===== config.mk =====
export PLATFORM = sky130hd
export DESIGN_NAME = isact_bank
export DESIGN_NICKNAME = d
export VERILOG_FILES = /design/src/rtl/isact_bank.sv
export SDC_FILE = /design/constraint.sdc
export NUM_CORES = 1
export LEC_CHECK = 0
export ABC_AREA = 1
export ABC_CLOCK_PERIOD_IN_PS = 1220
export BUFFER_PORTS_ARGS = -buffer_cell sky130_fd_sc_hd__buf_4
export CORE_AREA = 4 4 156 158
export DETAILED_ROUTE_END_ITERATION = 10
export DIE_AREA = 0 0 160 162
export PLACE_DENSITY = 0.6
export SLEW_MARGIN = 20
export SYNTH_ARGS = -nofsm -noshare
export SYNTH_HDL_FRONTEND = slang
export SYNTH_SLANG_ARGS = --single-unit

===== constraint.sdc =====
create_clock -name clk -period 1.22 [get_ports clk]
set_clock_uncertainty 0.05 [all_clocks]
set_input_delay 0.061 -clock clk [delete_from_list [all_inputs] [get_ports clk]]
set_output_delay 0.061 -clock clk [all_outputs]
set_load 0.01 [all_outputs]

===== src/rtl/isact_bank.sv =====
module isact_bank #(
  parameter int WORDS = 2,
  parameter int W = 32,
  parameter int AW = 12,
  parameter logic [AW-1:0] BASE_OFS = 12'h300,
  parameter int FIRST_N = 1
) (
  input  logic                clk,
  input  logic                rst_n,
  input  logic [AW-1:0]       acc_addr,
  input  logic [W-1:0]        acc_wdata,
  input  logic                acc_we,
  input  logic                acc_re,
  input  logic                acc_ns,
  output logic [W-1:0]        acc_rdata,
  input  logic                ext_en,
  input  logic                sec_dis,
  input  logic                aff_en_s,
  input  logic                aff_en_ns,
  input  logic [WORDS*W-1:0]  irq_grp_ns,
  input  logic [WORDS*W-1:0]  irq_impl,
  input  logic [WORDS*W-1:0]  core_set,
  input  logic [WORDS*W-1:0]  core_clr,
  output logic [WORDS*W-1:0]  active_o
);
  localparam int NI = WORDS * W;
  localparam logic [AW-1:0] LO_OFS = BASE_OFS + AW'(4 * FIRST_N);
  localparam logic [AW-1:0] HI_OFS = BASE_OFS + AW'(4 * (FIRST_N + WORDS));

  logic [NI-1:0]    act_q, vis, wr_set;
  logic [WORDS-1:0] hit;
  logic [W-1:0]     rd_mux, rd_q;

  wire sec_open = !(acc_ns && !sec_dis);

  assign vis = irq_impl &
               ((irq_grp_ns & {NI{aff_en_ns}}) |
                (~irq_grp_ns & {NI{aff_en_s & sec_open}}));

  for (genvar g = 0; g < WORDS; g++) begin : g_word
    localparam logic [AW-1:0] OFS = BASE_OFS + AW'(4 * (FIRST_N + g));
    assign hit[g] = ext_en && (acc_addr == OFS);
    assign wr_set[g*W +: W] = {W{acc_we & hit[g]}} & acc_wdata & vis[g*W +: W];
  end

  always_comb begin
    rd_mux = '0;
    for (int i = 0; i < WORDS; i++)
      rd_mux |= {W{hit[i]}} & act_q[i*W +: W] & vis[i*W +: W];
  end

  always_ff @(posedge clk) begin
    if (!rst_n) begin
      act_q <= '0;
      rd_q  <= '0;
    end else begin
      act_q <= ((act_q | core_set) & ~core_clr) | wr_set;
      rd_q  <= acc_re ? rd_mux : '0;
    end
  end

  assign acc_rdata = rd_q;
  assign active_o  = act_q;
endmodule



==> metrics.md, run 1 <==
| Metric | Value |
|---|---|
| Status | complete, no violations |
| CTS H-tree lvls | 3 |
| Peak supply drop | approximately 0.58 mV |
| Layout cells sized above 1 | 0.304 |
| Final min period | 1.06 ns |
| Effective utilization at floorplan | 0.255 |
| Syn_area_per_cell | 5.94 um^2 |
| Post-CTS Setup Inserts | 0 |
| Critical-path cell list | buf_4 |
| Tcrit/Tclk final | 0.866 |
| Crit-path slowest cell | dfxtp_1 |
| CP endpoint kind | output port |
| Synth cell count leaders | nor2_1 (450), nand2_1 (133), nand3_1 (130) |
| Number of synthesized register bits | 96 |
| Port Buffers | 404 |
| Root buffer cell | clkbuf_16 |
| First-pass GRT wire length | roughly 42000 um |
| Crit path buf inv count | 1 |
| Count of pins over their slew limit | 0 |
| Hold Startpoint | core_set[40] |
| Pin count of the biggest net entering global routing | 65 |
| WHS Path Cells | 5 |
| Via-to-Cell Ratio | 4.47 |
| Post-synth EDFFs | 0 |
| Maximum clock path buffer count | 2 |
| Final setup fails | 0 |
| Syn nets | 1301 |
| Fmax | approximately 950 MHz |
| Area after DPL | 9330 um^2 |
| Cts repair resizes | 0 |
| Ys Warns | 0 |
| Die span in y | approximately 160 um |
| CTS tree | built |
| Via count | roughly 8000 |
| Xor and xnor fraction of the mapped netlist area | 0 |
| Met2 GRT Util | 0.370 |
| Max-Cap Viols | 0 |
| RSZ-0062 raised after global routing | false |
| Reg2reg end | active_o[43] |
| GRT Resource Usage Total | 0.201 |
| Placer Congestion | approximately 0.9 |
| Final hold viol count | 0 |
| Met3 Usage GRT | 0.0556 |
| Crit path DAT | ~0.95 ns |
| TritonRoute pass-1 iters | 5 |
| Ys flop type | dfxtp_1 |
| NumNets Final | roughly 1800 |
| Worst slew margin | 0.778 |
| Reg2reg setup slack | 0.24 ns |
| Reg2reg path depth | 4 |
| Worst EP required | roughly 1.1 ns |
| Die area | ~26000 um^2 |
| GRT overflow | 0 |
| Worst setup path class | register to output port |
| DR WL/cell | ~15 um |
| Ports | between 400 and 500 |
| Synth cell types | 17 |
| Most numerous cell in the Yosys netlist | nor2_1 |
| Post-Synth Simple-Gate Area | 0.492 |
| Detailed Place HPWL | about 21000 um |
| Design area | about 10000 um^2 |
| Post-Synth Adder-Cell Area | 0 |
| Initial antenna violation count | 0 |
| Initial DRC count | 434 |
| Post-synthesis sequential area ratio | 0.326 |
| FFs w/ async S/R, synth | 0 |
| Power per cell area | ~810 nW/um^2 |
| Crit path from | active_o[31] |
| Top cell type's share of synthesized area | 0.326 |
| Std-Cell Core Area | approximately 23000 um^2 |
| Gr busiest metal | met2 |
| Clk slew on worst S/H paths | around 0.06 ns |
| Multiplexer share of the synthesized area | 0 |
| Compound-Gate Fraction of Synth Area | 0.0830 |
| Post-Synthesis Cells | between 900 and 1000 |
| Leakage | between 5 and 6 nW |
| Fillers | between 2000 and 2500 |
| Drt drc | 0 |
| ANT cells | 0 |
| Routed WL | between 20000 and 30000 um |
| Delay-heaviest family, CP | flip-flops |
| CP max FO | 3 |
| Sink Count | 96 |
| Crit start category | register |
| Cell area after synthesis | ~5900 um^2 |
| Clk_lat worst skew | about 0.34 ns |
| Num CTS Buffers | 9 |
| Area added between synthesis and finish | 76.2% |
| Worst Hold Class | input port to register |
| Worst-margin pin slew | 0.333 ns |
| Synth area leaders | dfxtp_1 (33%), nor2_1 (29%), nand3_1 (11%) |
| Main combinational cell family by area after synthesis | simple AND/OR/NAND/NOR gates |
| Reg-to-reg critical path startpoint | active_o[43] |
| Site Rows | 56 |
| Slowest stage delay, CP | between 0.4 and 0.5 ns |
| Area leader, netlist | dfxtp_1 |
| Sum Neg Setup Slack | 0 ns |
| GR Util met1 | 0.227 |
| Vias in the first global route | 7894 |
| Hold buffer count at cts | 76 |
| Hold EP | active_o[40] |
| Antenna viol nets, final | 0 |
| Die outline width | roughly 160 um |
-- power breakdown --
| group | internal [mW] | total [mW] | switching (mW) | leakage [nW] |
|---|---|---|---|---|
| registers | 3.23 | 3.34 | 0.106 | 0.785 |
| clock network | 1.64 | 2.91 | 1.26 | 0.138 |
| logic | 1.25 | 2.14 | 0.887 | 4.08 |
| total | 6.13 | 8.38 | 2.26 | 5.01 |
-- placed cells by master, fill, tap and decap left out, drive strengths merged --
cell type,netlist,routed
inv,72,73
bufinv,0,1
buf,24,422
o21ai,1,1
dfxtp,96,96
a21boi,64,64
clkbuf,16,11
nor2,454,454
dlygate4sd3,0,76
clkinvlp,0,2
nand3,132,132
nand2,133,133
-- cell families after synthesis --
logic type | after synthesis
AOI/OAI and AO/OA | 65
buffers and inverters | 112
DFF | 96
and+or+nand+nor | 719
-- tightest hold or removal path, cell delays in order --
cell and delay (ns):
buf_4 0.08, nor2_1 0.03, nor2_1 0.08, nor2_1 0.05, nor2_1 0.07
-- routing by layer --
metal  routed length, um  up-vias  part of all wire
li1                    -     4022                 -
met1               10500     3449              0.39
met2               13700      324              0.51
met3                2180       44             0.081
met4                 646        0             0.024
met5                   0        -                 0
-- layout make-up --
cell class	instances	area (um^2)	area share
tap	290	363	0.0349
clock inverter	4	53.8	0.00518
inverter	72	270	0.0260
timing repair buffer	498	4140	0.399
clock buffer	11	243	0.0234
multi-input combinational	784	3400	0.327
sequential	96	1920	0.185
-- how the worst max path moves through the flow --
stage | end | cells after the start | slack, ns
after global placement | acc_rdata[1] | 9 | -0.12
final | active_o[31] | 1 | 0.16
after CTS | active_o[31] | 1 | 0.11
after global routing | active_o[31] | 1 | 0.10
after floorplan | acc_rdata[3] | 9 | 0.20
after detailed placement | acc_rdata[31] | 9 | -0.13
-- registers in the layout, indices dropped and copies added, names as in the netlist --
name and count:
acc_rdata 32, active_o 64
-- metrics by stage --
step            util  total power [mW]  hold WS [ns]  setup slack (ns)  instances
2_1_floorplan      -              4.12         0.177             0.198        992
3_3_place_gp   0.404              5.33         0.299            -0.121       1664
3_5_place_dp   0.404              5.35         0.301            -0.129       1664
4_1_cts        0.449              8.49      0.000751             0.114       1755
5_1_grt        0.449              8.87        0.0281             0.102       1755
6_report       0.449              8.38       0.00744             0.164       1755
Power figures use the tool's default switching activity.
==> inputs of run 2 (changes only) <==
RECOVER_POWER = 50   (was not set)
==> run 2 against run 1 <==
Compared with the run above:
- combinational power fell by 2%
- first-iteration DRC count fell by 7.1%
- die area did not move
- non-clock buffer count did not move
- final cell count did not move
- count of clock-buffer cells in the layout did not move
- power fell by 0.50%
- global-route usage did not move
- critical path depth did not move
- largest power group unchanged
==> metrics.md, run 2 (synthesized netlist as in run 1, its figures left out) <==
| Metric | Value |
|---|---|
| Worst-margin pin slew | 0.372 ns (+0.0396 ns) |
| Initial antenna violation count | 0 (unchanged) |
| Final min period | 1.06 ns (+0.00109 ns) |
| CP endpoint kind | output port |
| GRT overflow | 0 (unchanged) |
| Via-to-Cell Ratio | 4.46 (about the same) |
| Uppermost layer routed | met4 |
| Multi-input logic area | 3390 um^2 (-0.15%) |
| Peak supply drop | 0.579 mV (-0.22%) |
| Final Hold Slack | 0.00735 ns (-0.0000972 ns) |
| DR WL met3 | 2150 um (-1.5%) |
| DR WL/cell | 15.4 um (about the same) |
| Crit start category | register |
| CTS H-tree lvls | 3 (unchanged) |
| Crit path buf inv count | 1 (unchanged) |
| GRT Resource Usage Total | 0.201 (unchanged) |
| Worst setup path class | register to output port |
| Worst EP required | 1.11 ns (about the same) |
| Fin cells | 1755 (unchanged) |
| Reg2reg setup slack | 0.24 ns (about the same) |
| Die span in y | 162 um (unchanged) |
| TritonRoute pass-1 iters | 4 (-1) |
| Ports | 405 (unchanged) |
| Antenna viol nets, final | 0 (unchanged) |
| Pin count of the biggest net entering global routing | 65 (unchanged) |
| Die area | 25900 um^2 (unchanged) |
| Slowest stage delay, CP | 0.44 ns (about the same) |
| Root buffer cell | clkbuf_16 |
| Sink Count | 96 (unchanged) |
| ANT cells | 0 (unchanged) |
| Crit path from | active_o[31] |
| Drt drc | 0 (unchanged) |
| Final hold viol count | 0 (unchanged) |
| Final setup fails | 0 (unchanged) |
| Most common cell after layout, fill and taps aside | nor2_1 |
| Placer Congestion | 0.906 (unchanged) |
| Delay-heaviest family, CP | flip-flops |
| Power per cell area | 826 nW/um^2 (+2.4%) |
| Crit path DAT | 0.95 ns (about the same) |
| Worst slew margin | 0.752 (-0.0264) |
| Clk slew on worst S/H paths | 0.06 ns (about the same) |
| CP max FO | 3 (unchanged) |
| Sum Neg Setup Slack | 0 ns (unchanged) |
| Storage element area | 1920 um^2 (unchanged) |
| Routed WL | 27000 um (about the same) |
| M1 WL | 10600 um (+0.59%) |
| CTS tree | built |
| Via count | 7835 (-0.051%) |
| Hold Startpoint | core_set[40] |
| Crit-path slowest cell | dfxtp_1 |
| Vias in the first global route | 7894 (unchanged) |
| Port Buffers | 404 (unchanged) |
| Count of pins over their slew limit | 0 (unchanged) |
| NumNets Final | 1770 (unchanged) |
| Fillers | 2431 (+3.1%) |
| Effective utilization at floorplan | 0.255 (unchanged) |
| Tcrit/Tclk final | 0.867 (+0.000898) |
| Fmax | 946 MHz (-0.10%) |
| Reg2reg path depth | 4 (unchanged) |
| Num CTS Buffers | 9 (unchanged) |
| Site Rows | 56 (unchanged) |
| Leakage | 4.71 nW (-5.9%) |
| Initial DRC count | 403 (-7.1%) |
| Worst Hold Class | input port to register |
| RSZ-0062 raised after global routing | false |
| Area added between synthesis and finish | 71.3% |
| Clk_lat worst skew | 0.34 ns (about the same) |
| Routed wl met2 | 13700 um (-0.15%) |
| Placed Cells incl. Taps | 1664 (unchanged) |
| Detailed Place HPWL | 20600 um (unchanged) |
| Status | complete, no violations |
| Most frequent cells in the layout | nor2_1 (450), buf_4 (337), nand2_1 (133), nand3_1 (131), dfxtp_1 (96) |
| Die outline width | 160 um (unchanged) |
| Maximum clock path buffer count | 2 (unchanged) |
| Critical-path cell list | buf_4 |
| Layout cells sized above 1 | 0.258 (-0.0464) |
| Pwr Total | 8.34 mW (-0.50%) |
| Reg-to-reg critical path startpoint | active_o[43] |
| Worst path depth | 1 (unchanged) |
| Std-Cell Core Area | 23100 um^2 (unchanged) |
| First-pass GRT wire length | 41600 um (unchanged) |
| Max-Cap Viols | 0 (unchanged) |
| Max reg flops | 64 (unchanged) |
| Post-CTS Setup Inserts | 0 (unchanged) |
| WHS Path Cells | 5 (unchanged) |
[run 2: changes by cell type in the layout (fill, tap and decap cells not counted)]
cell,change
clkbuf_1,+67
clkbuf_4,+3
buf_12,-3
nand3_2,-1
buf_6,+1
nand3_1,+1
buf_4,-68
[run 2: metal layers]
layer,global-route usage,vias to the layer above
li1,-,4020
met1,0.227,3464
met2,0.370,309
met3,0.0556,42
met4,0.0594,0
met5,0,-
[run 2: layout make-up]
type                       count  area share
clock inverter                 4     0.00533
clock buffer                  11      0.0240
sequential                    96       0.190
timing repair buffer         498       0.382
tap                          290      0.0359
inverter                      72      0.0268
multi-input combinational    784       0.336
[run 2: power by group]
group	switching, mW	internal, mW
registers	0.104	3.23
logic	0.886	1.21
clock network	1.27	1.65
[run 2: repair_timing]
action                                 in CTS  in global routing
setup endpoints to repair                   0                  0
hold buffers                               76                  0
endpoints found under the hold margin      64                  0
gates resized for setup                     0                  0
[run 2: final timing paths]
| path | to |
|---|---|
| worst min-delay path | active_o[40] |
| worst min register to register | acc_rdata[5] |
| worst max-delay path | active_o[31] |
| worst max register to register | active_o[43] |
[run 2: per-stage QoR]
step | utilization | setup WS [ns] | instance area [um^2]
after floorplan | - | 0.198 | 5900
after global placement | 0.404 | -0.121 | 9330
after detailed placement | 0.404 | -0.129 | 9330
after CTS | 0.449 | 0.114 | 10400
after global routing | 0.437 | 0.0769 | 10100
final | 0.437 | 0.163 | 10100
[run 2: worst register-to-register path, cell delays in order (launching register included)]
cell and delay [ns]:
dfxtp_1 0.36, nor2_1 0.22, nor2_1 0.08, nor2_1 0.11, nor2_1 0.04
==> inputs of run 3 (changes only) <==
ABC_AREA = not set   (was 1)
CORE_AREA = 4 4 154 156   (was 4 4 156 158)
DIE_AREA = 0 0 158 160   (was 0 0 160 162)
PLACE_DENSITY = 0.58   (was 0.6)
==> run 3 against run 2 <==
Compared with the run above:
- the run now ends with setup timing left
- synthesized area fell by 12%
- maximum frequency decreased by 28%
- count of clock-buffer cells in the layout shrank 1
- first-iteration DRC count increased by 19%
- via count rose by 1.0%
- hold slack improved by 0.0036 ns
- global-route usage increased by 3.7 points
- synthesized cell count down 30%
- critical path type is now input port to register
- critical endpoint is now acc_rdata[24]
- highest routed layer unchanged
==> metrics.md, run 3 <==
| Metric | Value |
|---|---|
| Max reg flops | 64 (unchanged) |
| DR WL/cell | 20.0 um (+30%) |
| Most frequent cells in the layout | buf_4 (372), dlygate4sd3_1 (204), dfxtp_1 (96), nand2_1 (64), nor2_1 (64) |
| Fillers | 1987 (-18%) |
| CP endpoint kind | register |
| Effective utilization at floorplan | 0.233 (-0.0217) |
| Sum Neg Setup Slack | -14.59 ns (-14.59 ns) |
| Final hold viol count | 0 (unchanged) |
| Via-to-Cell Ratio | 4.91 (+10%) |
| Maximum clock path buffer count | 2 (unchanged) |
| Placer Congestion | 0.876 (-3.3%) |
| Design area | 11700 um^2 (+16%) |
| Vias in the first global route | 8282 (+4.9%) |
| Fmax | 684 MHz (-28%) |
| Power Internal | 6.56 mW (+7.8%) |
| M1 WL | 11800 um (+12%) |
| Cell area after synthesis | 5220 um^2 (-12%) |
| Pin count of the biggest net entering global routing | 33 (-49%) |
| RSZ-0062 raised after global routing | true |
| Sequential power share | 0.371 (-0.029) |
| Crit path DAT | 1.69 ns (+0.74 ns) |
| Peak supply drop | 0.678 mV (+17%) |
| Switching power | 2.43 mW (+7.5%) |
| First-pass GRT wire length | 46200 um (+11%) |
| Sink Count | 96 (unchanged) |
| Initial DRC count | 478 (+19%) |
| Num CTS Buffers | 9 (unchanged) |
| Comb pwr share | 0.280 (+0.029) |
| Drt drc | 0 (unchanged) |
| Multi-input logic area | 3340 um^2 (-1.5%) |
| Status | finished, violations left |
| Ys Warns | 0 (unchanged) |
| Final Hold Slack | 0.0110 ns (+0.00362 ns) |
| Antenna viol nets, final | 0 (unchanged) |
| Top cell type's share of synthesized area | 0.368 (+0.0425) |
| Std-Cell Core Area | 22400 um^2 (-3.3%) |
| Initial antenna violation count | 1 (+1) |
| Synth area leaders | dfxtp_1 (37%), nand4b_1 (5.4%), nand2_1 (4.7%) |
| Syn_area_per_cell | 7.49 um^2 (+26%) |
| Clk slew on worst S/H paths | 0.07 ns (about the same) |
| Most common cell after layout, fill and taps aside | buf_4 |
| NumNets Final | 1630 (-7.9%) |
| Number of synthesized register bits | 96 (unchanged) |
| CTS H-tree lvls | 3 (unchanged) |
| Worst EP required | 1.45 ns (+0.34 ns) |
| Most numerous cell in the Yosys netlist | dfxtp_1 |
| Final setup fails | 93 (+93) |
| Site Rows | 55 (-1.8%) |
| Sw Share | 0.270 (-0.000503) |
| Ys flop type | dfxtp_1 |
| FFs w/ async S/R, synth | 0 (unchanged) |
| Synth cell count leaders | dfxtp_1 (96), nand2_1 (65), nor2_1 (64) |
| Placed Cells incl. Taps | 1374 (-17%) |
| Worst-margin pin slew | 0.350 ns (-0.0222 ns) |
| Synth cell types | 25 (+8) |
| Violated checks | setup timing |
| Detailed Place HPWL | 21100 um (+2.2%) |
| GRT overflow | 0 (unchanged) |
| Root buffer cell | clkbuf_16 |
| Area after DPL | 9050 um^2 (-3.1%) |
| Routed WL | 32100 um (+19%) |
| Leakage | 4.98 nW (+5.7%) |
| Routed wl met2 | 16000 um (+17%) |
| Post-synthesis sequential area ratio | 0.368 (+0.0425) |
| TritonRoute pass-1 iters | 5 (+1) |
| Layout cells sized above 1 | 0.377 (+0.119) |
| Syn nets | 1005 (-23%) |
| Die span in y | 160 um (-1.2%) |
| Uppermost layer routed | met4 |
| Storage element area | 1920 um^2 (unchanged) |
| Post-Synthesis Cells | 696 (-30%) |
| Worst slew margin | 0.764 (+0.0123) |
| DR WL met3 | 2900 um (+35%) |
| Fin cells | 1611 (-8.2%) |
| Crit start category | input port |
| Final worst slack | -0.242 ns (-0.405 ns) |
| Power per cell area | 767 nW/um^2 (-7.1%) |
| Port Buffers | 404 (unchanged) |
| Area added between synthesis and finish | 125% |
| Worst setup path class | input port to register |
| CTS tree | built |
| Clock Power Share | 0.349 (about the same) |
| Clk_lat worst skew | 0.35 ns (about the same) |
| Post-synth EDFFs | 0 (unchanged) |
| Die outline width | 158 um (-1.3%) |
| Worst Hold Class | input port to register |
| Utilization after layout | 0.524 (+0.0870) |
| GRT Resource Usage Total | 0.238 (+0.0369) |
| Die area | 25300 um^2 (-2.5%) |
| Count of pins over their slew limit | 0 (unchanged) |
| Ports | 405 (unchanged) |
| Tcrit/Tclk final | 1.20 (+0.332) |
| Max-Cap Viols | 0 (unchanged) |
| Final min period | 1.46 ns (+0.405 ns) |
| CP max FO | 8 (+5) |
| Via count | 7915 (+1.0%) |
| Area leader, netlist | dfxtp_1 |
## run 3: final timing paths
path                 from            end  slack (ns)  cells after the start
max           acc_addr[6]  acc_rdata[24]       -0.24                      7
min          core_set[17]   active_o[17]        0.01                      4
max reg2reg   active_o[8]    active_o[8]        0.32                      3
min reg2reg  active_o[41]   acc_rdata[9]        0.44                      2
## run 3: power by group through the flow
stage,Sequential (mW),Combinational [mW],Clock (mW)
6_report,3.33,2.52,3.14
4_1_cts,3.33,2.48,3.24
3_5_place_dp,3.40,1.92,0
2_1_floorplan,3.42,0.594,0
3_3_place_gp,3.40,1.91,0
5_1_grt,3.35,2.70,3.35
## run 3: timing repair
item | 4_1_cts | 5_1_grt
setup buffers | 6 | 3
endpoints found under the setup margin | 96 | 96
pin swaps | 24 | 27
gates resized for setup | 26 | 31
hold endpoints to repair | 95 | 0
gates cloned | 6 | 3
hold buffers | 204 | 0
## run 3: layer usage
layer  vias up  global-route usage
met4         0               0.121
met2       435               0.418
met5         -                   0
met1      3642               0.258
met3        91              0.0656
li1       3747                   -
## run 3: stage by stage
step | setup WS [ns] | total power [mW]
after floorplan | -0.416 | 4.02
after global placement | -0.573 | 5.31
after detailed placement | -0.598 | 5.32
after CTS | -0.198 | 9.05
after global routing | -0.260 | 9.40
final | -0.242 | 8.99
## run 3: critical path: stages
cell       delay (ns)
buf_6            0.09
or4_4            0.57
nor4_4           0.29
buf_6            0.18
clkbuf_16        0.19
nand4b_1         0.13
a21oi_2          0.17
## run 3: final cells by class
cell class	instances	share of cell area
Timing Repair Buffer	657	0.483
Multi-Input combinational cell	525	0.285
Sequential cell	96	0.164
Tap cell	285	0.0304
Clock buffer	10	0.0195
Inverter	32	0.0103
Clock inverter	5	0.00694
Antenna cell	1	0.000214
## run 3: cells by family after synthesis
kind of cell           synth area share
AND/OR/NAND/NOR                   0.343
flip-flops                        0.368
buffers and inverters            0.0588
AO/OA/AOI/OAI                     0.230
